## src/rtl/rrs_pkg.sv

```systemverilog
package rrs_pkg;
  localparam int RATE_W = 3;
  localparam int STAT_W = 6;
  localparam int NCFG   = 3;

  localparam int unsigned ATTR_LANE  = 1;
  localparam int unsigned ATTR_PHASE = 14;
  localparam int unsigned ATTR_LOOP  = 8;
  localparam int unsigned ADDR_ARST  = 1;
  localparam int unsigned ADDR_TXR   = 2;
  localparam int unsigned ADDR_RXR   = 3;
  localparam int unsigned ADDR_CFG   = 16;

  localparam logic [STAT_W-1:0] READY_ALL = 6'h3F;

  // Command steps first, in issue order; the FSM advances by increment.
  typedef enum logic [3:0] {
    ST_IDLE, ST_DIS, ST_ARST, ST_TXR, ST_RXR, ST_CFG, ST_PHS, ST_EN,
    ST_LPB, ST_REL, ST_WAIT1, ST_CLR, ST_WAIT2, ST_DONE, ST_ERR
  } seq_st_e;

  function automatic logic rate_ok(input logic [RATE_W-1:0] r);
    return r <= 3'd6;
  endfunction

  function automatic logic rate_1g(input logic [RATE_W-1:0] r);
    return r == 3'd0;
  endfunction

  function automatic logic rate_fec(input logic [RATE_W-1:0] r);
    return (r == 3'd4) || (r == 3'd6);
  endfunction

  function automatic logic [7:0] rate_ratio(input logic [RATE_W-1:0] r);
    if (r == 3'd0)      return 8'd8;
    else if (r <= 3'd2) return 8'd66;
    else                return 8'd165;
  endfunction

  function automatic logic [STAT_W-1:0] ready_mask1(input logic [RATE_W-1:0] r);
    return rate_1g(r) ? 6'h07 : 6'h1F;
  endfunction
endpackage

```

## src/rtl/rrs_step_table.sv

```systemverilog
module rrs_step_table
  import rrs_pkg::*;
#(
  parameter int CMD_W  = 16,
  parameter int DATA_W = 32,
  parameter int IDX_W  = 2
) (
  input  seq_st_e           step_i,
  input  logic [IDX_W-1:0]  idx_i,
  input  logic [RATE_W-1:0] rate_i,
  output logic              is_cfg_o,
  output logic [CMD_W-1:0]  sel_o,
  output logic [DATA_W-1:0] data_o
);
  logic [DATA_W-1:0] ratio_w;
  logic [DATA_W-1:0] table_w;

  assign ratio_w = DATA_W'(rate_ratio(rate_i));

  always_comb begin
    case (idx_i)
      IDX_W'(0): table_w = DATA_W'(rate_i);
      IDX_W'(1): table_w = DATA_W'(rate_fec(rate_i));
      default:   table_w = ratio_w;
    endcase
  end

  always_comb begin
    is_cfg_o = 1'b0;
    sel_o    = '0;
    data_o   = '0;
    case (step_i)
      ST_DIS:  begin sel_o = CMD_W'(ATTR_LANE); end
      ST_ARST: begin is_cfg_o = 1'b1; sel_o = CMD_W'(ADDR_ARST); data_o = DATA_W'(1); end
      ST_TXR:  begin is_cfg_o = 1'b1; sel_o = CMD_W'(ADDR_TXR); data_o = ratio_w; end
      ST_RXR:  begin is_cfg_o = 1'b1; sel_o = CMD_W'(ADDR_RXR); data_o = ratio_w; end
      ST_CFG:  begin
        is_cfg_o = 1'b1;
        sel_o    = CMD_W'(ADDR_CFG) + CMD_W'(idx_i);
        data_o   = table_w;
      end
      ST_PHS:  begin sel_o = CMD_W'(ATTR_PHASE); end
      ST_EN:   begin sel_o = CMD_W'(ATTR_LANE); data_o = DATA_W'(1); end
      ST_LPB:  begin sel_o = CMD_W'(ATTR_LOOP); data_o = DATA_W'(1); end
      default: begin sel_o = '0; end
    endcase
  end
endmodule

```

## src/rtl/rrs_cmd_port.sv

```systemverilog
module rrs_cmd_port #(
  parameter int CMD_W  = 16,
  parameter int DATA_W = 32
) (
  input  logic              clk,
  input  logic              rst_n,
  input  logic              go_i,
  input  logic              is_cfg_i,
  input  logic [CMD_W-1:0]  sel_i,
  input  logic [DATA_W-1:0] data_i,
  input  logic              attr_ack_i,
  input  logic              cfg_ack_i,
  output logic              attr_req_o,
  output logic              cfg_req_o,
  output logic [CMD_W-1:0]  sel_o,
  output logic [DATA_W-1:0] data_o,
  output logic              done_o
);
  logic              pend_q, kind_q, done_q;
  logic [CMD_W-1:0]  sel_q;
  logic [DATA_W-1:0] data_q;
  logic              ack_w, launch_w;

  assign ack_w    = kind_q ? cfg_ack_i : attr_ack_i;
  assign launch_w = go_i & ~pend_q;

  always_ff @(posedge clk or negedge rst_n) begin
    if (!rst_n) begin
      pend_q <= 1'b0;
      kind_q <= 1'b0;
      done_q <= 1'b0;
    end else begin
      done_q <= pend_q & ack_w;
      if (launch_w) begin
        pend_q <= 1'b1;
        kind_q <= is_cfg_i;
      end else if (pend_q & ack_w) begin
        pend_q <= 1'b0;
      end
    end
  end

  // Payload registers: datapath, loaded only on launch.
  always_ff @(posedge clk or negedge rst_n) begin
    if (!rst_n) begin
      sel_q  <= '0;
      data_q <= '0;
    end else if (launch_w) begin
      sel_q  <= sel_i;
      data_q <= data_i;
    end
  end

  assign attr_req_o = pend_q & ~kind_q;
  assign cfg_req_o  = pend_q & kind_q;
  assign sel_o      = sel_q;
  assign data_o     = data_q;
  assign done_o     = done_q;
endmodule

```

## src/rtl/rrs_ready_watch.sv

```systemverilog
module rrs_ready_watch #(
  parameter int STAT_W = 6,
  parameter int TO_W   = 16
) (
  input  logic              clk,
  input  logic              rst_n,
  input  logic              arm_i,
  input  logic              run_i,
  input  logic [STAT_W-1:0] stat_i,
  input  logic [STAT_W-1:0] mask_i,
  input  logic [TO_W-1:0]   limit_i,
  output logic              met_o,
  output logic              expired_o
);
  logic [TO_W-1:0] cnt_q;
  logic            cnt_en;

  assign met_o     = (stat_i & mask_i) == mask_i;
  assign expired_o = run_i & ~met_o & (cnt_q >= limit_i);
  assign cnt_en    = run_i & ~met_o & ~expired_o;

  always_ff @(posedge clk or negedge rst_n) begin
    if (!rst_n)      cnt_q <= '0;
    else if (arm_i)  cnt_q <= '0;
    else if (cnt_en) cnt_q <= cnt_q + TO_W'(1);
  end
endmodule

```

## src/rtl/rate_reconfig_seq.sv

```systemverilog
module rate_reconfig_seq
  import rrs_pkg::*;
#(
  parameter int CMD_W  = 16,
  parameter int DATA_W = 32,
  parameter int TO_W   = 16
) (
  input  logic              clk,
  input  logic              rst_n,
  input  logic              req_i,
  input  logic [2:0]        rate_i,
  input  logic [TO_W-1:0]   timeout_i,
  output logic              tx_rst_n_o,
  output logic              rx_rst_n_o,
  output logic              attr_req_o,
  input  logic              attr_ack_i,
  output logic              cfg_req_o,
  input  logic              cfg_ack_i,
  output logic [CMD_W-1:0]  cmd_sel_o,
  output logic [DATA_W-1:0] cmd_data_o,
  input  logic [5:0]        stat_i,
  output logic              stat_clr_o,
  output logic              gen_en_o,
  output logic              done_o,
  output logic [2:0]        cur_rate_o,
  output logic              err_o
);
  localparam int IDX_W = (NCFG > 1) ? $clog2(NCFG) : 1;

  seq_st_e           state_q, state_d;
  logic              issued_q, issued_d;
  logic [IDX_W-1:0]  idx_q, idx_d;
  logic              chrst_q, chrst_d;
  logic              gen_q, gen_d;
  logic              err_q, err_d;
  logic              done_q, done_d;
  logic [RATE_W-1:0] cur_q, cur_d;
  logic [RATE_W-1:0] dst_q, dst_d;

  logic              go_w, cmd_done_w, accept_w;
  logic              tbl_cfg_w;
  logic [CMD_W-1:0]  tbl_sel_w;
  logic [DATA_W-1:0] tbl_data_w;
  logic              met_w, expired_w, arm_w, run_w;
  logic [STAT_W-1:0] mask_w;

  rrs_step_table #(.CMD_W(CMD_W), .DATA_W(DATA_W), .IDX_W(IDX_W)) u_table (
    .step_i(state_q), .idx_i(idx_q), .rate_i(dst_q),
    .is_cfg_o(tbl_cfg_w), .sel_o(tbl_sel_w), .data_o(tbl_data_w)
  );

  rrs_cmd_port #(.CMD_W(CMD_W), .DATA_W(DATA_W)) u_cmd (
    .clk(clk), .rst_n(rst_n), .go_i(go_w), .is_cfg_i(tbl_cfg_w),
    .sel_i(tbl_sel_w), .data_i(tbl_data_w),
    .attr_ack_i(attr_ack_i), .cfg_ack_i(cfg_ack_i),
    .attr_req_o(attr_req_o), .cfg_req_o(cfg_req_o),
    .sel_o(cmd_sel_o), .data_o(cmd_data_o), .done_o(cmd_done_w)
  );

  assign arm_w  = (state_q == ST_REL) || (state_q == ST_CLR);
  assign run_w  = (state_q == ST_WAIT1) || (state_q == ST_WAIT2);
  assign mask_w = (state_q == ST_WAIT1) ? ready_mask1(dst_q) : READY_ALL;

  rrs_ready_watch #(.STAT_W(STAT_W), .TO_W(TO_W)) u_watch (
    .clk(clk), .rst_n(rst_n), .arm_i(arm_w), .run_i(run_w),
    .stat_i(stat_i), .mask_i(mask_w), .limit_i(timeout_i),
    .met_o(met_w), .expired_o(expired_w)
  );

  assign accept_w = req_i && rate_ok(rate_i) &&
                    ((state_q == ST_IDLE) || (state_q == ST_ERR));

  always_comb begin
    state_d  = state_q;
    issued_d = issued_q;
    idx_d    = idx_q;
    chrst_d  = chrst_q;
    gen_d    = gen_q;
    err_d    = err_q;
    done_d   = 1'b0;
    cur_d    = cur_q;
    dst_d    = dst_q;
    go_w     = 1'b0;
    case (state_q)
      ST_IDLE, ST_ERR: begin
        if (accept_w) begin
          state_d  = ST_DIS;
          dst_d    = rate_i;
          chrst_d  = 1'b0;
          gen_d    = 1'b0;
          err_d    = 1'b0;
          issued_d = 1'b0;
          idx_d    = '0;
        end
      end
      ST_DIS, ST_ARST, ST_TXR, ST_RXR, ST_CFG, ST_PHS, ST_EN, ST_LPB: begin
        if (!issued_q) begin
          go_w     = 1'b1;
          issued_d = 1'b1;
        end else if (cmd_done_w) begin
          issued_d = 1'b0;
          if ((state_q == ST_CFG) && (idx_q != IDX_W'(NCFG - 1)))
            idx_d = idx_q + IDX_W'(1);
          else
            state_d = seq_st_e'(state_q + 4'd1);
        end
      end
      ST_REL: begin
        chrst_d = 1'b1;
        state_d = ST_WAIT1;
      end
      ST_WAIT1: begin
        if (met_w) state_d = ST_CLR;
        else if (expired_w) begin
          state_d = ST_ERR;
          err_d   = 1'b1;
        end
      end
      ST_CLR: begin
        gen_d   = 1'b1;
        state_d = rate_1g(dst_q) ? ST_DONE : ST_WAIT2;
      end
      ST_WAIT2: begin
        if (met_w) state_d = ST_DONE;
        else if (expired_w) begin
          state_d = ST_ERR;
          err_d   = 1'b1;
        end
      end
      ST_DONE: begin
        done_d  = 1'b1;
        cur_d   = dst_q;
        state_d = ST_IDLE;
      end
      default: state_d = ST_IDLE;
    endcase
  end

  always_ff @(posedge clk or negedge rst_n) begin
    if (!rst_n) begin
      state_q  <= ST_IDLE;
      issued_q <= 1'b0;
      idx_q    <= '0;
      chrst_q  <= 1'b1;
      gen_q    <= 1'b0;
      err_q    <= 1'b0;
      done_q   <= 1'b0;
      cur_q    <= '0;
      dst_q    <= '0;
    end else begin
      state_q  <= state_d;
      issued_q <= issued_d;
      idx_q    <= idx_d;
      chrst_q  <= chrst_d;
      gen_q    <= gen_d;
      err_q    <= err_d;
      done_q   <= done_d;
      cur_q    <= cur_d;
      dst_q    <= dst_d;
    end
  end

  assign tx_rst_n_o = chrst_q;
  assign rx_rst_n_o = chrst_q;
  assign stat_clr_o = (state_q == ST_CLR);
  assign gen_en_o   = gen_q;
  assign done_o     = done_q;
  assign cur_rate_o = cur_q;
  assign err_o      = err_q;
endmodule

```

## config.mk

```make
export PLATFORM = sky130hd
export DESIGN_NAME = rate_reconfig_seq
export DESIGN_NICKNAME = d
export VERILOG_FILES = /design/src/rtl/rrs_pkg.sv /design/src/rtl/rrs_step_table.sv /design/src/rtl/rrs_cmd_port.sv /design/src/rtl/rrs_ready_watch.sv /design/src/rtl/rate_reconfig_seq.sv
export SDC_FILE = /design/constraint.sdc
export NUM_CORES = 1
export LEC_CHECK = 0
export BUFFER_PORTS_ARGS = -buffer_cell sky130_fd_sc_hd__buf_2
export CAP_MARGIN = 20
export CORE_MARGIN = 2
export CORE_UTILIZATION = 45
export DETAILED_ROUTE_END_ITERATION = 10
export GPL_TIMING_DRIVEN = 1
export PLACE_DENSITY = 0.69
export REMOVE_ABC_BUFFERS = 1
export SLEW_MARGIN = 30
export SYNTH_ARGS = -nofsm -noshare
export SYNTH_HDL_FRONTEND = slang
export SYNTH_SLANG_ARGS = --single-unit
```

## constraint.sdc

```tcl
create_clock -name clk -period 5.2 [get_ports clk]
set_input_delay 1.04 -clock clk [delete_from_list [all_inputs] [get_ports clk]]
set_output_delay 1.04 -clock clk [all_outputs]
set_load 0.02 [all_outputs]
```

# After elaboration in Yosys (flattened, before gate mapping)
# Index checks and enable logic that the tools add are counted.
dict set report word_totals {
  input_bits 30
  elab_cells 129
  reg_bits 84
  out_inout_bits 59
}
dict set report classes {
  n_eq_ne 26
  reduce_logical 30
  addsub 4
  n_lt_le_gt_ge 3
  mux 39
  bitwise_logic 12
}
# cell n
set op_table {}
lappend op_table {{$pmux W16 S6} 1}
lappend op_table {{$mux W16} 2}
lappend op_table {{$eq A4 B4 Y1 const B} 7}
lappend op_table {{$mux W4} 7}
lappend op_table {{$pmux W4 S6} 1}
lappend op_table {{$pmux W8 S3} 1}
lappend op_table {{$add A16 B1 Y16 const B} 1}
lappend op_table {{$eq A4 B3 Y1 const B} 4}
lappend op_table {{$ge A16 B16 Y1} 1}
lappend op_table {{$mux W8} 2}
lappend op_table {{$pmux W8 S2} 1}
lappend op_table {{$mux W1} 13}
lappend op_table {{$ne A2 B2 Y1 const B} 6}
lappend op_table {{$reduce_bool A2 Y1} 6}
lappend op_table {{$eq A4 B2 Y1 const B} 2}
lappend op_table {{$mux W2} 4}
lappend op_table {{$pmux W1 S2} 4}
lappend op_table {{$reduce_and A2 Y1} 4}
lappend op_table {{$reduce_and A4 Y1} 2}
lappend op_table {{$reduce_or A8 Y1} 1}
lappend op_table {{$and A1 B1 Y1} 7}
lappend op_table {{$add A5 B2 Y6 const A} 1}
lappend op_table {{$and A6 B6 Y6} 1}
lappend op_table {{$eq A3 B3 Y1 const B} 2}
lappend op_table {{other kinds (21)} 33}

# Logic depth before layout (Yosys ltp)
# Gate-level depths: netlist of run 1.
dict set report depth {
  ltp_word 12
  mapped_depth 9
  ltp_nobuf 8
}

# Modules after synthesis
# From an unflattened synthesis of run 1, not the netlist that was laid out.
dict set report hier_totals {
  hier_cells 459
  area_unflattened_um2 5226.3
}
# module n_inst seq_area_each_um2 area_per_inst_um2 cells_each
set modules_own_cells {}
lappend modules_own_cells {rrs_cmd_port 1 1276.2 2165.8 112}
lappend modules_own_cells {rrs_ready_watch 1 400.4 1375.1 162}
lappend modules_own_cells {rate_reconfig_seq 1 426.7 1142.3 107}
lappend modules_own_cells {rrs_step_table 1 0.0 543.0 78}

# Worst setup path before layout of run 1
# Ideal clock, no wire load.
dict set report synth_timing {
  kind {input-to-reg}
  start {in timeout_i[15]}
  end {reg state_q[0]}
  cell_stages 8
  path_buffers 0
  path_slack_ns 2.091
  setup_time_ns 0.120
  arrival_time_ns 2.988
  required_ns 5.080
  path_cell_list {inv_1 ha_1 nand4_2 or3_1 or4_4 nand3_1 nand3_1 a31o_2}
}
dict set report synth_via {
  elab_chain_cells 5
  word_cells_on_any_way 6
  cone_classes {order compare: 1; mux: 4; bitwise: 1}
}
# element line
set synth_rtl {}
lappend synth_rtl {{start: declaration} rate_reconfig_seq.sv:12} ;# input logic [TO_W-1:0] timeout_i,
lappend synth_rtl {{$ge A16 B16 Y1 *} rrs_ready_watch.sv:19} ;# assign expired_o = run_i & ~met_o & (cnt_q >= limit_i);
lappend synth_rtl {{$and A1 B1 Y1 *} rrs_ready_watch.sv:19}
lappend synth_rtl {{$mux W4 *} -}
lappend synth_rtl {{$mux W4, on equally long branches} -}
lappend synth_rtl {{$pmux W4 S6 *} -}
lappend synth_rtl {{end signal: assignment} rate_reconfig_seq.sv:151} ;# state_q <= state_d;
lappend synth_rtl {{end: declaration} rate_reconfig_seq.sv:30} ;# seq_st_e state_q, state_d;
# Every way passes the cells marked *; elsewhere a longest branch is shown, timed or not.
# A chain may end at the register's enable or synchronous reset.

# Worst setup path in the final report of run 1
dict set report layout_timing {
  start {in timeout_i[0]}
  end {reg u_watch.cnt_q[8]}
}
dict set report layout_via {
  elab_chain_cells 5
}
# element line
set layout_rtl {}
lappend layout_rtl {{$ge A16 B16 Y1} rrs_ready_watch.sv:19}
lappend layout_rtl {{$and A1 B1 Y1} rrs_ready_watch.sv:19}
lappend layout_rtl {{$not A1 Y1} rrs_ready_watch.sv:20} ;# assign cnt_en = run_i & ~met_o & ~expired_o;
lappend layout_rtl {{$and A1 B1 Y1} rrs_ready_watch.sv:20}
lappend layout_rtl {{$reduce_bool A2 Y1 (no line)} -}
lappend layout_rtl {{end signal: assignment} rrs_ready_watch.sv:25} ;# else if (cnt_en) cnt_q <= cnt_q + TO_W'(1);
lappend layout_rtl {{end: declaration} rrs_ready_watch.sv:15} ;# logic [TO_W-1:0] cnt_q;
# Every way passes these cells.

==> results of run 1 <==
report_power, final:
| group | switching [mW] | total (mW) | internal, mW |
|---|---|---|---|
| Sequential | 0.0790 | 0.520 | 0.441 |
| Combinational | 0.388 | 0.620 | 0.232 |
| Clock | 0.130 | 0.224 | 0.0937 |
| Total | 0.598 | 1.36 | 0.766 |
cell type report:
class                   count  area share
clock inverters             3     0.00543
flip-flops and latches     47       0.319
well taps                  99      0.0336
inverters                  26      0.0264
repair buffers             53      0.0732
multi-input cells         306       0.524
clock buffers               5      0.0187
layer usage:
layer | GRT usage | up-vias | wire (um)
met5 | 0 | - | 0
met4 | 0.0341 | 0 | 26
met3 | 0.0332 | 3 | 471
met2 | 0.299 | 102 | 3450
met1 | 0.234 | 1347 | 3300
li1 | - | 1429 | -
kinds of logic (layout without fill, tap and decap cells):
group / count (synthesis) / after routing / synth area share
AND/OR/NAND/NOR: 132 / 132 / 0.208
AO/OA/AOI/OAI: 103 / 103 / 0.194
flip-flops: 47 / 47 / 0.343
other: 1 / 36 / 0.00109
multiplexers: 10 / 10 / 0.0314
XOR/XNOR: 1 / 1 / 0.00255
adder cells (fa/ha/maj): 24 / 24 / 0.0876
buffers and inverters: 79 / 87 / 0.132
worst max-delay path, cell delays in order:
cell and delay, ps:
buf_2 100, ha_1 270, nand2b_1 140, a2111oi_0 550
or4_4 250, nand4_1 380, or4b_1 640, a21oi_1 150
stage by stage:
| step | worst slack (ps) | instances | hold WS (ps) |
|---|---|---|---|
| CTS | 1940 | 539 | 492 |
| floorplan | 1990 | 379 | 491 |
| global placement | 1640 | 531 | 458 |
| global route | 1680 | 539 | 510 |
| finish | 1930 | 539 | 484 |
| detailed placement | 1630 | 531 | 470 |
state kept, by name, indices dropped and copies added (netlist names), 2 cells and up:
register	cells
state_q	4
u_cmd.sel_o	5
u_watch.cnt_q	16
dst_q	3
cur_rate_o	3
u_cmd.data_o	6
idx_q	2
placed cells by master (no fill, tap or decap), types with 4 or more instances in the layout:
cell type  count
buf_2         51
nor2b_1        4
clkbuf_8       5
nand4b_1       4
nor3_1         6
mux2i_1        4
conb_1        36
a21oi_1       38
and3_1         5
nor2_1        16
ha_1          24
nand2_1       42
mux2_2         6
o21ai_0       27
inv_1         26
nand2b_1       6
and2_1         6
nand3_1       14
nand4_1        7
a21o_1         9
dfrtp_1       46
cells in the mapped netlist, drive strengths merged, types with 3 or more instances:
library cell and count:
o31ai 3, and3 5, and4 3, nand3b 3, mux2 6, nand2b 6
a2111oi 3, ha 24, a31o 4, nand3 14, nand2 42, nand4 8
inv 26, nor3 6, nor2 16, buf 44, and2 6, nor2b 5
mux2i 4, clkbuf 9, a21o 9, a21oi 38, o21ai 27, dfrtp 46
a31oi 3, or4 4, nand4b 4
worst paths after layout:
kind,startpoint,end,slack [ps],depth (start not counted)
max,timeout_i[0],u_watch.cnt_q[8],1930,8
min,u_cmd.sel_o[2],u_cmd.sel_o[2],480,2
max reg2reg,state_q[0],u_watch.cnt_q[8],2200,8
min reg2reg,u_cmd.sel_o[2],u_cmd.sel_o[2],480,2
max in group asynchronous,rst_n,u_cmd.sel_o[2],4070,1
min in group asynchronous,rst_n,u_cmd.data_o[1],740,1
==> summary.md, run 1 <==
| Metric | Value |
|---|---|
| Outcome | finished clean |
| Final core occ | 0.503 |
| Vias in the first global route | 2,654 |
| Post-Route WL | 7.24 mm |
| P_leak | 1.89 nW |
| Worst Setup Path Type | primary input to flip-flop |
| Max cap viols | 0 |
| Hold-fix buffers, CTS | 0 |
| Initial antenna violation count | 0 |
| Routed Antenna Nets | 0 |
| Distinct cells, synth | 58 |
| First-pass GRT wire length | 12.2 mm |
| Cell area after layout | 3690 um2 |
| Die width | 91.3 um |
| Final min period | 3270 ps |
| Final setup viols | 0 |
| Final Power | 1.36 mW |
| # fillers | 704 |
| Register area | 1180 um2 |
| Worst Clk Skew | 4.37 ps |
| Tcrit/Tclk final | 0.630 |
| Max clock buf depth | 2 |
| Syn_area_per_cell | 8.64 um2 |
| Startpoint type of the worst setup path | primary input |
| Row count | 31 |
| Crit path capture type | flip-flop |
| Nets | 493 |
| Syn Std Cell Area | 3430 um2 |
| Syn. warnings | 0 |
| CTS clk-pin slew, worst paths | 90 ps |
| Worst skew pair latency | 300 ps |
| Cts repair resizes | 0 |
| Synthesized flop and latch total | 47 |
| Global Route Usage Sum | 0.176 |
| Setup TNS | 0 ps |
| FMAX | 0.305 GHz |
| # Post-CTS Setup Buffers | 0 |
| Main synth FF type | dfrtp_1 |
| Clk sinks | 47 |
| RePlAce Congestion | 0.899 |
| Post-synth EDFFs | 0 |
| Starting Density | 0.468 |
| Chip height | 91.3 um |
| Area occupied by multi-input gates | 1930 um2 |
| Num CTS Buffers | 5 |
| TritonCTS clock tree | yes |
| Placed Instance Area | 3600 um2 |
| # IOs | 89 |
| Async set-reset flop share out of synthesis | 1.00 |
| H-Tree Level Count | 2 |
| Maximum number of pins on one net before global-route repair | 48 |
| Worst vdd ir | 0.229 mV |
| PortBufs | 52 |
| N_diodes | 0 |
| Seq/Total Area, Yosys | 0.343 |
| RSZ-0062 raised after global routing | no |
| Worst Max-Slew Pin Slew | 720 ps |
| Avg WL per Cell | 13.4 um |
| Post-synth top area cell | dfrtp_1 |
| DRC errors left | 0 |
| Power Dens Cells | 370 nW/um2 |
| Final hold vios | 0 |
| Worst EP required | 5430 ps |
| Hold WC Path Type | flip-flop to flip-flop |
| Total die area | 8340 um2 |
| CTS root buffer | clkbuf_8 |
| Initial drt markers | 185 |
| Share of the synthesized area in the top cell type | 0.336 |
| Total grt overflow | 0 |
| DP HPWL | 5.40 mm |
| Vias per Instance | 5.35 |
| Rel. slew slack | 0.518 |
| Area growth syn-to-layout | 7.59% |
| Top cells by area, synth | dfrtp_1, ha_1, buf_4, a21oi_1, nand2_1 |
| Share of layout cells above drive strength 1 | 0.175 |
| Synthesized instance count | 397 |
| Final Max Slew Viols | 0 |
| Core Box Area | 7330 um2 |
| Crit path arrival time | 3510 ps |
| Via count | 2,881 |
| Crit-path max FO | 14 |
| Drt pass-1 iters | 4 |
Note: power is estimated with default switching activity, not from simulation.
==> inputs of run 2 (changes only) <==
- PLACE_DENSITY: 0.69 -> 0.71
- clock period: 5.2 -> 2.65 ns (I/O delays scaled with it)
==> summary.md, run 2 (synthesized netlist as in run 1, its figures left out) <==
| Metric | Value |
|---|---|
| Outcome | finished clean |
| Final min period | 2560 ps |
| Area growth syn-to-layout | 15.2% |
| Final hold vios | 0 |
| Via count | 3,064 |
| P_leak | 2.05 nW |
| TritonCTS clock tree | yes |
| Final Max Slew Viols | 0 |
| Nets | 523 |
| Initial drt markers | 161 |
| CTS root buffer | clkbuf_8 |
| Crit path arrival time | 2780 ps |
| FMAX | 0.391 GHz |
| Vias per Instance | 5.38 |
| Worst skew pair latency | 300 ps |
| Worst EP required | 2870 ps |
| Max clock buf depth | 2 |
| Core Box Area | 7330 um2 |
| Final core occ | 0.539 |
| Global Route Usage Sum | 0.190 |
| Startpoint type of the worst setup path | flip-flop |
| Chip height | 91.3 um |
| Total grt overflow | 0 |
| Max reg flops | 16 |
| Tcrit/Tclk final | 0.965 |
| Starting Density | 0.468 |
| Routed Antenna Nets | 0 |
| PortBufs | 52 |
| Hold-fix buffers, CTS | 0 |
| Hold WC Path Type | primary input to async pin |
| Most frequent cells in the layout | buf_2, dfrtp_1, nand2_1 |
| Cell area after layout | 3950 um2 |
| Power Dens Cells | 748 nW/um2 |
| Total die area | 8340 um2 |
| DRC errors left | 0 |
| Max cap viols | 0 |
| CTS clk-pin slew, worst paths | 90 ps |
| Placed Instance Area | 3820 um2 |
| Crit-path max cell delay | 530 ps |
| Vias in the first global route | 2,829 |
| Crit-path max FO | 5 |
| Worst Clk Skew | 8.18 ps |
| Slowest cell on the critical path | or4_1 |
| Commonest non-fill, non-tap cell in the layout | buf_2 |
| Crit path capture type | flip-flop |
| RePlAce Congestion | 0.882 |
| Clk sinks | 47 |
| Die width | 91.3 um |
| Worst Setup Path Type | flip-flop to flip-flop |
| N_diodes | 0 |
| # IOs | 89 |
| Share of layout cells above drive strength 1 | 0.230 |
| CP dominant cell by count | a21o_1 |
| Worst vdd ir | 0.495 mV |
| Drt pass-1 iters | 5 |
| Internal reg-to-reg setup slack | 90 ps |
| Maximum number of pins on one net before global-route repair | 20 |
| Final setup viols | 0 |
| Row count | 31 |
| Biggest register | u_watch.cnt_q |
| Post-Route WL | 7.83 mm |
| Cells on worst reg2reg path | 8 |
| H-Tree Level Count | 2 |
| Num CTS Buffers | 5 |
| DP HPWL | 6.09 mm |
| CP cell instances | ha_1 -> a21o_1 -> a21o_1 -> a2111oi_4 -> buf_4 -> nand3_1 -> or4_1 -> a21oi_1 |
| Initial antenna violation count | 0 |
| Avg WL per Cell | 13.8 um |
| First-pass GRT wire length | 13.2 mm |
-- run 2: cell count changes in the layout (fill, tap and decap cells not counted), sizes merged --
cell	change
clkinv	-1
bufinv	+1
clkinvlp	-2
buf	+30
clkbuf	+2
-- run 2: per-stage QoR --
step                instances  worst slack [ps]  power [mW]  hold slack [ps]  setup TNS, ps
finish                    569              91.7        2.96              156              0
floorplan                 379             -54.3        1.90              234           -161
global route              569             -9.46        3.18              173          -20.9
CTS                       569              32.5        2.94              161              0
detailed placement        561              -173        2.41              462          -1440
global placement          561              -104        2.38              459           -738
-- run 2: worst paths after layout --
check	from	to
worst max-delay path	u_watch.cnt_q[13]	u_watch.cnt_q[3]
worst min-delay path	rst_n	u_watch.cnt_q[13]
worst max register to register	u_watch.cnt_q[13]	u_watch.cnt_q[3]
worst min register to register	gen_en_o	gen_en_o
max in group asynchronous	rst_n	rx_rst_n_o
min in group clk	gen_en_o	gen_en_o
-- run 2: report_power, final --
| part | leakage (nW) | total [mW] | switching, mW | internal [mW] |
|---|---|---|---|---|
| Clock | 0.0524 | 0.520 | 0.237 | 0.283 |
| Combinational | 1.38 | 1.43 | 0.841 | 0.591 |
| Sequential | 0.622 | 1.00 | 0.138 | 0.865 |
-- run 2: what timing repair did --
action                                  in CTS  in global routing
resized for setup                            0                  7
endpoints found under the setup margin       0                 19
buffers inserted                             0                  0
hold endpoints to repair                     0                  0
-- run 2: worst max-delay path: cells and delay by family, from the launching register on --
kind                     cells  cell delay [ps]
adder cells (fa/ha/maj)      1              300
AO/OA/AOI/OAI                4              930
flip-flops                   1              400
AND/OR/NAND/NOR              2              670
buffers and inverters        1              170
-- run 2: area by class of cell --
| type | instances | area [um2] |
|---|---|---|
| clock buffer | 7 | 76.3 |
| clock inverter | 1 | 30.0 |
| fill | 700 | 3380 |
| inverter | 26 | 97.6 |
| multi-input combinational | 306 | 1950 |
| sequential | 47 | 1180 |
| tap | 99 | 124 |
| timing repair buffer | 83 | 497 |
-- run 2: metal layers --
layer	share of wire	track usage	wire, um
met3	0.050	0.0207	389
met5	0	0	0
met1	0.46	0.266	3610
met4	0.014	0.0492	108
met2	0.48	0.315	3720
